==> src/rtl/ol_diag_seq.sv <==
module ol_diag_seq #(
  parameter int SETTLE   = 64,
  parameter bit PIN_MODE = 1'b0
) (
  input  logic       clk,
  input  logic       rst_n,
  input  logic       awake,
  input  logic       cmd_start,
  input  logic       clr_flt,
  input  logic       strap_skip,
  input  logic       drv_allow,
  input  logic       motor_on,
  input  logic [1:0] drv_req,
  input  logic [1:0] cmp_pu,
  input  logic [1:0] cmp_pd,
  output logic [1:0] drv_en,
  output logic       pu_en,
  output logic       pd_en,
  output logic       start_bit,
  output logic       busy,
  output logic       done,
  output logic [1:0] ol_flag,
  output logic       fault_n
);
  localparam int CW = (SETTLE > 1) ? $clog2(SETTLE) : 1;
  localparam logic [CW-1:0] LAST = CW'(SETTLE - 1);

  typedef enum logic [1:0] {IDLE, PHU, PHD} st_t;
  st_t           state;
  logic [CW-1:0] cnt;
  logic [1:0]    pu_hit, ol_q;
  logic          start_q, awake_q, done_q, start_set;

  assign start_set = PIN_MODE ? (awake & ~awake_q & ~strap_skip) : cmd_start;

  always_ff @(posedge clk or negedge rst_n) begin
    if (!rst_n) begin
      state   <= IDLE;
      cnt     <= '0;
      pu_hit  <= '0;
      ol_q    <= '0;
      start_q <= 1'b0;
      awake_q <= 1'b0;
      done_q  <= 1'b0;
    end else begin
      awake_q <= awake;
      done_q  <= 1'b0;
      if (!awake) begin
        state   <= IDLE;
        cnt     <= '0;
        start_q <= 1'b0;
        ol_q    <= '0;
      end else begin
        if (clr_flt)   ol_q    <= '0;
        if (start_set) start_q <= 1'b1;
        case (state)
          IDLE: if (start_q && !motor_on && drv_allow) begin
            state <= PHU;
            cnt   <= '0;
          end
          default: begin
            if (!drv_allow) begin
              state   <= IDLE;
              start_q <= 1'b0;
            end else if (cnt == LAST) begin
              cnt <= '0;
              if (state == PHU) begin
                pu_hit <= cmp_pu;
                state  <= PHD;
              end else begin
                ol_q    <= (clr_flt ? 2'b00 : ol_q) | (pu_hit & cmp_pd);
                start_q <= 1'b0;
                done_q  <= 1'b1;
                state   <= IDLE;
              end
            end else begin
              cnt <= cnt + 1'b1;
            end
          end
        endcase
      end
    end
  end

  assign busy      = (state != IDLE);
  assign pu_en     = (state == PHU);
  assign pd_en     = (state == PHD);
  assign drv_en    = busy ? 2'b00 : drv_req;
  assign start_bit = start_q;
  assign done      = done_q;
  assign ol_flag   = ol_q;
  assign fault_n   = ~|ol_q;
endmodule

==> config.mk <==
export PLATFORM = sky130hd
export DESIGN_NAME = ol_diag_seq
export DESIGN_NICKNAME = d
export VERILOG_FILES = /design/src/rtl/ol_diag_seq.sv
export SDC_FILE = /design/constraint.sdc
export NUM_CORES = 1
export LEC_CHECK = 0
export ABC_AREA = 1
export BUFFER_PORTS_ARGS = -buffer_cell sky130_fd_sc_hd__buf_4
export CAP_MARGIN = 30
export CORE_AREA = 3 3 44 46
export CTS_CLUSTER_SIZE = 24
export DETAILED_ROUTE_END_ITERATION = 10
export DIE_AREA = 0 0 47 49
export GPL_TIMING_DRIVEN = 0
export PLACE_DENSITY = 0.87
export SKIP_LAST_GASP = 1
export SYNTH_ARGS = -nofsm -noshare
export SYNTH_HDL_FRONTEND = slang
export SYNTH_SLANG_ARGS = --single-unit
==> constraint.sdc <==
create_clock -name clk -period 2.7 [get_ports clk]
set_input_delay 0.27 -clock clk [delete_from_list [all_inputs] [get_ports clk]]
set_output_delay 0.27 -clock clk [all_outputs]
set_load 0.05 [all_outputs]
==> impl_metrics.yaml, run 1 <==
synth:
  seq_area_frac_synth: 0.4281
  netlist_instances: 105
  synth-seq-cells: 14
  netlist_area_um2: 818.3
  synth_area_per_cell_um2: 7.793
  synth_warnings: 0
  synth.net_count: 120
  synth.distinct_cells: 20
cts:
  cts_sinks: 14
  cts_root_buf: "clkbuf_4"
  clkTransAtPathRegs_ns: 0.08
  clk_path_buf_depth: 2
  post_cts_resize_count: 0
  cts_buffers: 3
  htree_levels: 1
  cts_tree: "done"
  clock_latency_ns: 0.28
  cts_setup_buffers: 0
finish:
  fill_cells: 128
  post-route-util: 0.6761
  drive_above_1_share: 0.3359
  final_nets: 147
  insertedDiodeCount: 0
  area_growth_pct: 27.37
setup_path:
  arrival_ns: 1.26
  startpoint: "state[1]"
  critPathRequiredTime_ns: 2.43
  startpoint_type: "flop"
  path_class: "flop to output pin"
  cp-end-kind: "output pin"
  r2r-start: "cnt[0]"
  crit_path_max_fanout: 7
pwr:
  peakVddDrop_v: 0.0005395
  p_per_area_mw_per_mm2: 653.4
  p_leak_nw: 0.5584
global_route:
  grt_usage: 0.1753
  grt_pass1_wl_um: 2918
  use_met1: 0.2009
  antenna_found_initial: 0
  grt_use_met3: 0.02583
  grt_max_degree: 15
  grt-busiest-layer: "met2"
  use_met2: 0.2964
  grt_pass1_vias: 707
  gr-total-overflow: 0
timing:
  rsz0062_at_grt: "false"
  max-slew-margin-rel: 0.8664
  fin_tns_setup_ns: 0
  finalWorstPathRequiredPeriod_ns: 1.527
  slew_viol_final: 0
  fin_crit_sh: 0.5657
  fmax_ghz: 0.6547
  setup_violations: 0
  worst_clock_skew_ns: 0.001364
  hold_viol_final: 0
  worst_pin_slew_ns: 0.2004
status:
  outcome: "finished, final reports clean"
routing:
  drtPass1Iterations: 4
  drtIter0Drc: 27
  drc: 0
  routed_via_density: 5.306
  wirelength_um: 1734
  wire_per_inst_um: 11.80
  drtAntennaViolNets: 0
  vias: 780
floorplan:
  initial_core_util: 0.5308
  die_h_um: 49
  ios: 24
  row_count: 14
  die_width_um: 47
  core_mm2: 0.001541
  die_area_mm2: 0.002303
worst_hold_path:
  min_from: "cmp_pu[0]"
  hp-class: "primary input to flop"
run:
  drv_cap: 0
placed_design:
  io_buffer_count: 21
  gp_congestion: 0.8013
  hpwl_um: 1407
==> cell usage in the layout, fill, tap and decap left out, drive strengths merged <==
master / netlist / routed
nor3: 1 / 1
nor2: 13 / 13
nand4: 5 / 5
dfrtp: 14 / 14
o21ai: 8 / 8
nand3b: 1 / 1
buf: 1 / 22
ha: 1 / 1
inv: 20 / 20
clkbuf: 0 / 4
dlygate4sd3: 0 / 1
o22ai: 1 / 1
nand2: 28 / 28
or2: 1 / 1
nand3: 11 / 11
==> state kept, by name, summed over array words and instances, names as in the netlist <==
signal	flops
pu_hit	2
cnt	6
ol_flag	2
done	1
start_bit	1
state	2
==> metrics by stage <==
step	cells	hold WS (ns)	cell area, µm²	power [W]	setup WS (ns)
3_5_place_dp	142	0.1274	996.0	0.0005341	1.309
3_3_place_gp	142	0.1292	996.0	0.0005270	1.381
2_1_floorplan	105	-0.02559	818.3	0.0004505	1.080
6_report	147	0.2301	1042	0.0006810	1.173
5_1_grt	147	0.2347	1042	0.0007241	1.102
4_1_cts	147	0.2226	1042	0.0006873	1.168
==> Yosys cell counts <==
cell | count | share of area
nand2_1 | 25 | 0.11
inv_2 | 3 | 0.014
nor3_2 | 1 | 0.012
nand2_2 | 2 | 0.015
inv_1 | 17 | 0.078
nor2_4 | 1 | 0.014
nand2_4 | 1 | 0.014
or2_2 | 1 | 0.0077
nand3_1 | 8 | 0.049
o21ai_1 | 6 | 0.037
ha_1 | 1 | 0.015
nand3b_4 | 1 | 0.024
dfrtp_1 | 14 | 0.43
nand3_2 | 3 | 0.037
o21ai_2 | 2 | 0.021
nand4_1 | 5 | 0.038
nor2_2 | 3 | 0.023
buf_4 | 1 | 0.0092
nor2_1 | 9 | 0.041
o22ai_1 | 1 | 0.0077
==> path summary, 6_finish.rpt <==
kind / to / depth (start not counted) / slack (ns)
max: drv_en[0] / 4 / 1.17
min: pu_hit[0] / 3 / 0.23
max reg2reg: state[0] / 8 / 1.31
min reg2reg: cnt[0] / 1 / 0.51
max in group asynchronous: pu_hit[1] / 2 / 2.17
min in group asynchronous: cnt[1] / 2 / 0.37
==> kinds of logic after synthesis <==
group	synth area share
buffers and inverters	0.1009
AO/OA/AOI/OAI	0.06576
AND/OR/NAND/NOR	0.3899
adder cells (fa/ha/maj)	0.01529
flip-flops	0.4281
==> layer usage <==
| metal | vias up | part of all wire |
|---|---|---|
| met2 | 28 | 0.55 |
| met5 | - | 0 |
| met3 | 4 | 0.048 |
| met4 | 0 | 0.0098 |
| met1 | 362 | 0.40 |
| li1 | 386 | - |
==> what timing repair did <==
| item | CTS | global route |
|---|---|---|
| endpoints found under the setup margin | 0 | 0 |
| hold endpoints to repair | 14 | 0 |
| hold buffers | 1 | 0 |
==> worst max-delay path, cell delays in order (launching register included) <==
cell and delay [ns]:
dfrtp_1 0.42, inv_2 0.13, nand2_4 0.10, nor2_1 0.11
buf_4 0.21
==> cell type report <==
type                            instances  area (µm²)  area share
Multi-Input combinational cell         70       385.4      0.3697
Sequential cell                        14       350.3      0.3361
Timing Repair Buffer                   22       167.7      0.1609
Inverter                               20       75.07     0.07203
Clock buffer                            4       36.28     0.03481
Tap cell                               16       20.02     0.01921
Buffer                                  1       7.507    0.007203
==> power breakdown <==
| part | leakage, nW | switching (W) | internal, W |
|---|---|---|---|
| Sequential | 0.192 | 0.0000187 | 0.000225 |
| Combinational | 0.345 | 0.000201 | 0.0000860 |
| Clock | 0.0210 | 0.0000686 | 0.0000821 |
| Total | 0.558 | 0.000288 | 0.000393 |
Note: power is estimated with default switching activity, not from simulation.
==> inputs of run 2 (changes only) <==
--- a/config.mk
+++ b/config.mk
@@ -8,12 +8,12 @@
 export ABC_AREA = 1
 export BUFFER_PORTS_ARGS = -buffer_cell sky130_fd_sc_hd__buf_4
 export CAP_MARGIN = 30
-export CORE_AREA = 3 3 44 46
+export CORE_AREA = 3 3 48 50
 export CTS_CLUSTER_SIZE = 24
 export DETAILED_ROUTE_END_ITERATION = 10
-export DIE_AREA = 0 0 47 49
+export DIE_AREA = 0 0 51 53
 export GPL_TIMING_DRIVEN = 0
-export PLACE_DENSITY = 0.87
+export PLACE_DENSITY = 0.79
 export SKIP_LAST_GASP = 1
 export SYNTH_ARGS = -nofsm -noshare
 export SYNTH_HDL_FRONTEND = slang
==> constraint.sdc (replaced) <==
create_clock -name clk -period 1.4 [get_ports clk]
set_input_delay 0.14 -clock clk [delete_from_list [all_inputs] [get_ports clk]]
set_output_delay 0.14 -clock clk [all_outputs]
set_load 0.05 [all_outputs]
==> run 2 against run 1 <==
  * Wire length is 14% higher
  * Non-clock buffer count grew 4
  * Worst setup slack got worse by 1.1 ns
  * First-iteration DRC count down 37%
  * Combinational power up 120%
  * Clock power increased by 100%
  * Critical endpoint is now state[1]
  * Cell area grew 9.8%
  * Highest routed layer unchanged
  * Critical path type is now flop to flop
  * Critical path depth rose by 4
==> impl_metrics.yaml, run 2 (synthesis gave the netlist of run 1 again) <==
status:
  outcome: "finished, final reports clean"
placed_design:
  placedInstanceArea_mm2: 0.001012
  dp_cells: 153
  gp_congestion: 0.7663
  hpwl_um: 1418
  io_buffer_count: 21
setup_path:
  slowest_delay_ns: 0.44
  critical-path-top-delay-family: "simple AND/OR/NAND/NOR gates"
  cp_slowest_cell: "dfrtp_1"
  cp_cell_sequence: "ha_4 -> nand3_4 -> nor2_4 -> inv_4 -> nand3_4 -> nand2_2 -> nand2_1 -> nand2_1"
  arrival_ns: 1.51
  worst-path-buf-inv: 1
  cp-end-kind: "flop"
  crit_path_max_fanout: 4
  path_class: "flop to flop"
  critPathRequiredTime_ns: 1.57
  startpoint_type: "flop"
global_route:
  gr-total-overflow: 0
  grt_pass1_vias: 775
  grt_max_degree: 15
  grt_pass1_wl_um: 3277
  grt_usage: 0.1627
  antenna_found_initial: 0
finish:
  final_area_mm2: 0.001145
  seq_area_um2: 351.6
  post-route-util: 0.5896
  largest_reg_flops: 6
  multiInputGateArea_um2: 432.9
  stdcell_count: 162
  final_nets: 151
  drive_above_1_share: 0.4074
  fill_cells: 174
  insertedDiodeCount: 0
  mostFrequentLayoutCells: "nand2_1, buf_4, inv_1, dfrtp_1, nand3_1"
  area_growth_pct: 39.91
  regMostFlops: "cnt"
routing:
  routed_via_density: 4.821
  vias: 781
  wire_per_inst_um: 12.23
  drtPass1Iterations: 4
  wirelength_um: 1981
  drtIter0Drc: 17
  drc: 0
  drtAntennaViolNets: 0
timing:
  fin_tns_setup_ns: 0
  hold_slack_ns: 0.1012
  fin_crit_sh: 0.9607
  hold_viol_final: 0
  finalWorstPathRequiredPeriod_ns: 1.345
  fmax_ghz: 0.7435
  setup_violations: 0
  slew_viol_final: 0
  worst_clock_skew_ns: 0.01763
  worst_pin_slew_ns: 0.2225
  max-slew-margin-rel: 0.8517
pwr:
  p_per_area_mw_per_mm2: 1221
  p_leak_nw: 0.5800
  peakVddDrop_v: 0.0009528
floorplan:
  core_mm2: 0.001942
  die_area_mm2: 0.002703
  initial_core_util: 0.4214
  ios: 24
  die_h_um: 53
  die_width_um: 51
  row_count: 16
cts:
  cts_root_buf: "clkbuf_4"
  cts_tree: "done"
  clk_path_buf_depth: 2
  cts_sinks: 14
  clkTransAtPathRegs_ns: 0.10
  cts_buffers: 3
  clock_latency_ns: 0.29
  htree_levels: 1
run:
  drv_cap: 0
worst_hold_path:
  hp-class: "primary input to flop"
-- run 2: final timing paths --
| path | endpoint | from | slack [ns] | cells past startpoint |
|---|---|---|---|---|
| setup / recovery | state[1] | cnt[1] | 0.06 | 8 |
| hold / removal | pu_hit[0] | cmp_pu[0] | 0.10 | 3 |
| setup reg to reg | state[1] | cnt[1] | 0.06 | 8 |
| hold reg to reg | pu_hit[0] | pu_hit[0] | 0.51 | 2 |
| max in group asynchronous | start_bit | rst_n | 0.99 | 2 |
| min in group asynchronous | cnt[2] | rst_n | 0.22 | 2 |
-- run 2: metrics by stage --
stage	total power, W	setup slack (ns)
floorplan	0.0008689	-0.08975
finish	0.001398	0.05508
global placement	0.001020	0.08977
global route	0.001475	-0.02741
CTS	0.001341	0.01298
detailed placement	0.001029	0.04506
-- run 2: area by class of cell --
class                           instances  area share
Multi-Input combinational cell         70      0.3781
Sequential cell                        14      0.3071
Timing Repair Buffer                   26      0.1792
Inverter                               20     0.06776
Clock buffer                            4     0.03169
Tap cell                               27     0.02951
Buffer                                  1    0.006557
-- run 2: repair_timing --
item,CTS,global route
hold endpoints to repair,14,0
hold buffers,1,0
resized for setup,2,11
pin swaps,0,2
endpoints found under the setup margin,2,10
buffers inserted,1,3
-- run 2: tightest hold or removal path, stage by stage --
cell and delay, ns:
buf_4 0.10, inv_1 0.04, o21ai_1 0.06
-- run 2: metal layers --
metal | part of all wire | GRT usage | up-vias
li1 | - | - | 389
met1 | 0.41 | 0.1882 | 368
met2 | 0.54 | 0.3004 | 20
met3 | 0.036 | 0.02817 | 4
met4 | 0.014 | 0.05381 | 0
met5 | 0 | 0 | -
-- run 2: power breakdown --
group | switching, W | internal, W | leakage [nW]
logic | 0.000423 | 0.000199 | 0.368
clock network | 0.000146 | 0.000158 | 0.0210
registers | 0.0000361 | 0.000436 | 0.191
==> inputs of run 3 (changes only) <==
--- a/config.mk
+++ b/config.mk
@@ -12,7 +12,7 @@
 export CTS_CLUSTER_SIZE = 24
 export DETAILED_ROUTE_END_ITERATION = 10
 export DIE_AREA = 0 0 51 53
-export GPL_TIMING_DRIVEN = 0
+export GPL_TIMING_DRIVEN = 1
 export PLACE_DENSITY = 0.79
 export SKIP_LAST_GASP = 1
 export SYNTH_ARGS = -nofsm -noshare
==> constraint.sdc (replaced) <==
create_clock -name clk -period 1.17 [get_ports clk]
set_input_delay 0.117 -clock clk [delete_from_list [all_inputs] [get_ports clk]]
set_output_delay 0.117 -clock clk [all_outputs]
set_load 0.05 [all_outputs]
==> run 3 against run 2 <==
  * Largest power group unchanged
  * Register-to-register slack worse by 0.17 ns
  * The run now ends with setup timing left
  * Core utilization rose by 9.0 points
  * Wire length grew 15%
  * Highest routed layer unchanged
  * Hold slack worse by 0.026 ns
  * Critical endpoint is now pu_en
  * Total power up 38%
==> impl_metrics.yaml, run 3 (synthesis gave the netlist of run 1 again) <==
finish:
  final_nets: 162
  drive_above_1_share: 0.5068
  mostFrequentLayoutCells: "buf_4, nand2_1, inv_1, dfrtp_1, nor2_4"
  area_growth_pct: 61.16
  insertedDiodeCount: 0
  layout_commonest_cell: "buf_4"
  post-route-util: 0.6791
  final_area_mm2: 0.001319
  seq_area_um2: 352.8
  largest_reg_flops: 6
  fill_cells: 140
  multiInputGateArea_um2: 503.0
  regMostFlops: "cnt"
timing:
  fin_tns_setup_ns: -1.472
  worst_pin_slew_ns: 0.2259
  max-slew-margin-rel: 0.8494
  fmax_ghz: 0.7628
  hold_viol_final: 0
  hold_slack_ns: 0.07561
  worst_clock_skew_ns: 0.01224
  rsz0062_at_grt: "true"
  fin_ws_ns: -0.1409
  slew_viol_final: 0
  fin_crit_sh: 1.120
  finalWorstPathRequiredPeriod_ns: 1.311
  setup_violations: 19
floorplan:
  ios: 24
  die_h_um: 53
  row_count: 16
  initial_core_util: 0.4214
  core_mm2: 0.001942
  die_width_um: 51
  die_area_mm2: 0.002703
pwr:
  p_sw_frac: 0.4368
  pwr-share-comb: 0.555
  power_switching_w: 0.0008456
  power_frac_clock: 0.157
  p_per_area_mw_per_mm2: 1468
  peakVddDrop_v: 0.001108
  p_leak_nw: 0.6511
  internal_power_w: 0.001090
  seqPwrFrac: 0.288
routing:
  drc: 0
  vias: 852
  drtPass1Iterations: 4
  wirelength_um: 2277
  drtAntennaViolNets: 0
  drtIter0Drc: 13
  wire_per_inst_um: 13.16
  routed_via_density: 4.925
cts:
  cts_tree: "done"
  cts_root_buf: "clkbuf_4"
  cts_buffers: 3
  clk_path_buf_depth: 2
  htree_levels: 1
  cts_sinks: 14
  clock_latency_ns: 0.29
  clkTransAtPathRegs_ns: 0.08
worst_hold_path:
  hold_path_end: "pu_hit[0]"
  min_from: "cmp_pu[0]"
  hp-class: "primary input to flop"
  worstHoldPathCells: 3
placed_design:
  gp_congestion: 0.7775
  io_buffer_count: 22
  hpwl_um: 1372
  dpl_worst_slack_ns: -0.1272
  placedInstanceArea_mm2: 0.001062
setup_path:
  critPathRequiredTime_ns: 1.05
  cp-end-kind: "output pin"
  startpoint_type: "flop"
  arrival_ns: 1.19
  worst-r2r-cell-count: 8
  reg2reg_to: "cnt[5]"
  rrSetupSlack_ns: -0.11
  crit_path_max_fanout: 3
  path_class: "flop to output pin"
  r2r-start: "state[1]"
global_route:
  grt_pass1_wl_um: 3705
  antenna_found_initial: 0
  gr-total-overflow: 0
  grt_pass1_vias: 876
  grt_usage: 0.1877
  grt_max_degree: 15
status:
  outcome: "finished, violations left"
  violations: "setup timing"
run:
  drv_cap: 0
## run 3: changes by cell type in the layout (fill, tap and decap cells not counted), sizes merged
cell / before / now
clkinvlp: 0 / 1
inv: 20 / 19
buf: 26 / 37
## run 3: area by class of cell
class | instances | share of cell area
clock buffer | 4 | 0.01992
tap | 27 | 0.02562
timing repair buffer | 38 | 0.2438
sequential | 14 | 0.2676
multi-input combinational | 70 | 0.3814
inverter | 20 | 0.06167
## run 3: metal layers
| metal | part of all wire | global-route usage | wire length [µm] |
|---|---|---|---|
| met5 | 0 | 0 | 0 |
| met4 | 0.021 | 0.1076 | 48 |
| met3 | 0.030 | 0.03380 | 68 |
| met2 | 0.54 | 0.3455 | 1224 |
| met1 | 0.41 | 0.1996 | 936 |
## run 3: power groups by stage
stage | combinational [W] | sequential (W) | clock [W]
3_3_place_gp | 0.000725 | 0.000560 | 0
3_5_place_dp | 0.000738 | 0.000561 | 0
2_1_floorplan | 0.000474 | 0.000594 | 0
6_report | 0.00107 | 0.000558 | 0.000304
4_1_cts | 0.000976 | 0.000556 | 0.000295
5_1_grt | 0.00115 | 0.000560 | 0.000329
## run 3: worst max-delay path by stage
| stage | start | to | cells past startpoint |
|---|---|---|---|
| 4_1_cts | state[1] | drv_en[1] | 4 |
| 5_1_grt | cnt[1] | ol_flag[1] | 7 |
| 6_report | state[1] | pu_en | 5 |
| 3_3_place_gp | cnt[1] | state[1] | 8 |
| 3_5_place_dp | cnt[0] | state[1] | 8 |
| 2_1_floorplan | state[1] | drv_en[0] | 3 |
## run 3: worst max-delay path: stages, from the launching register on
cell and delay [ns]:
dfrtp_1 0.40, inv_2 0.08, buf_6 0.13, nand2_4 0.06, clkinvlp_4 0.09, buf_8 0.15
## run 3: stage by stage
step           power (W)  std cells
2_1_floorplan   0.001068        105
3_3_place_gp    0.001284        156
3_5_place_dp    0.001299        156
4_1_cts         0.001828        169
5_1_grt         0.002037        173
6_report        0.001936        173
## run 3: what timing repair did
action                     4_1_cts  5_1_grt
pin swaps                        6        7
gates resized for setup         22        9
hold buffers                     1        0
hold endpoints to repair        14        0
setup endpoints to repair       16       19
setup buffers                    8        4
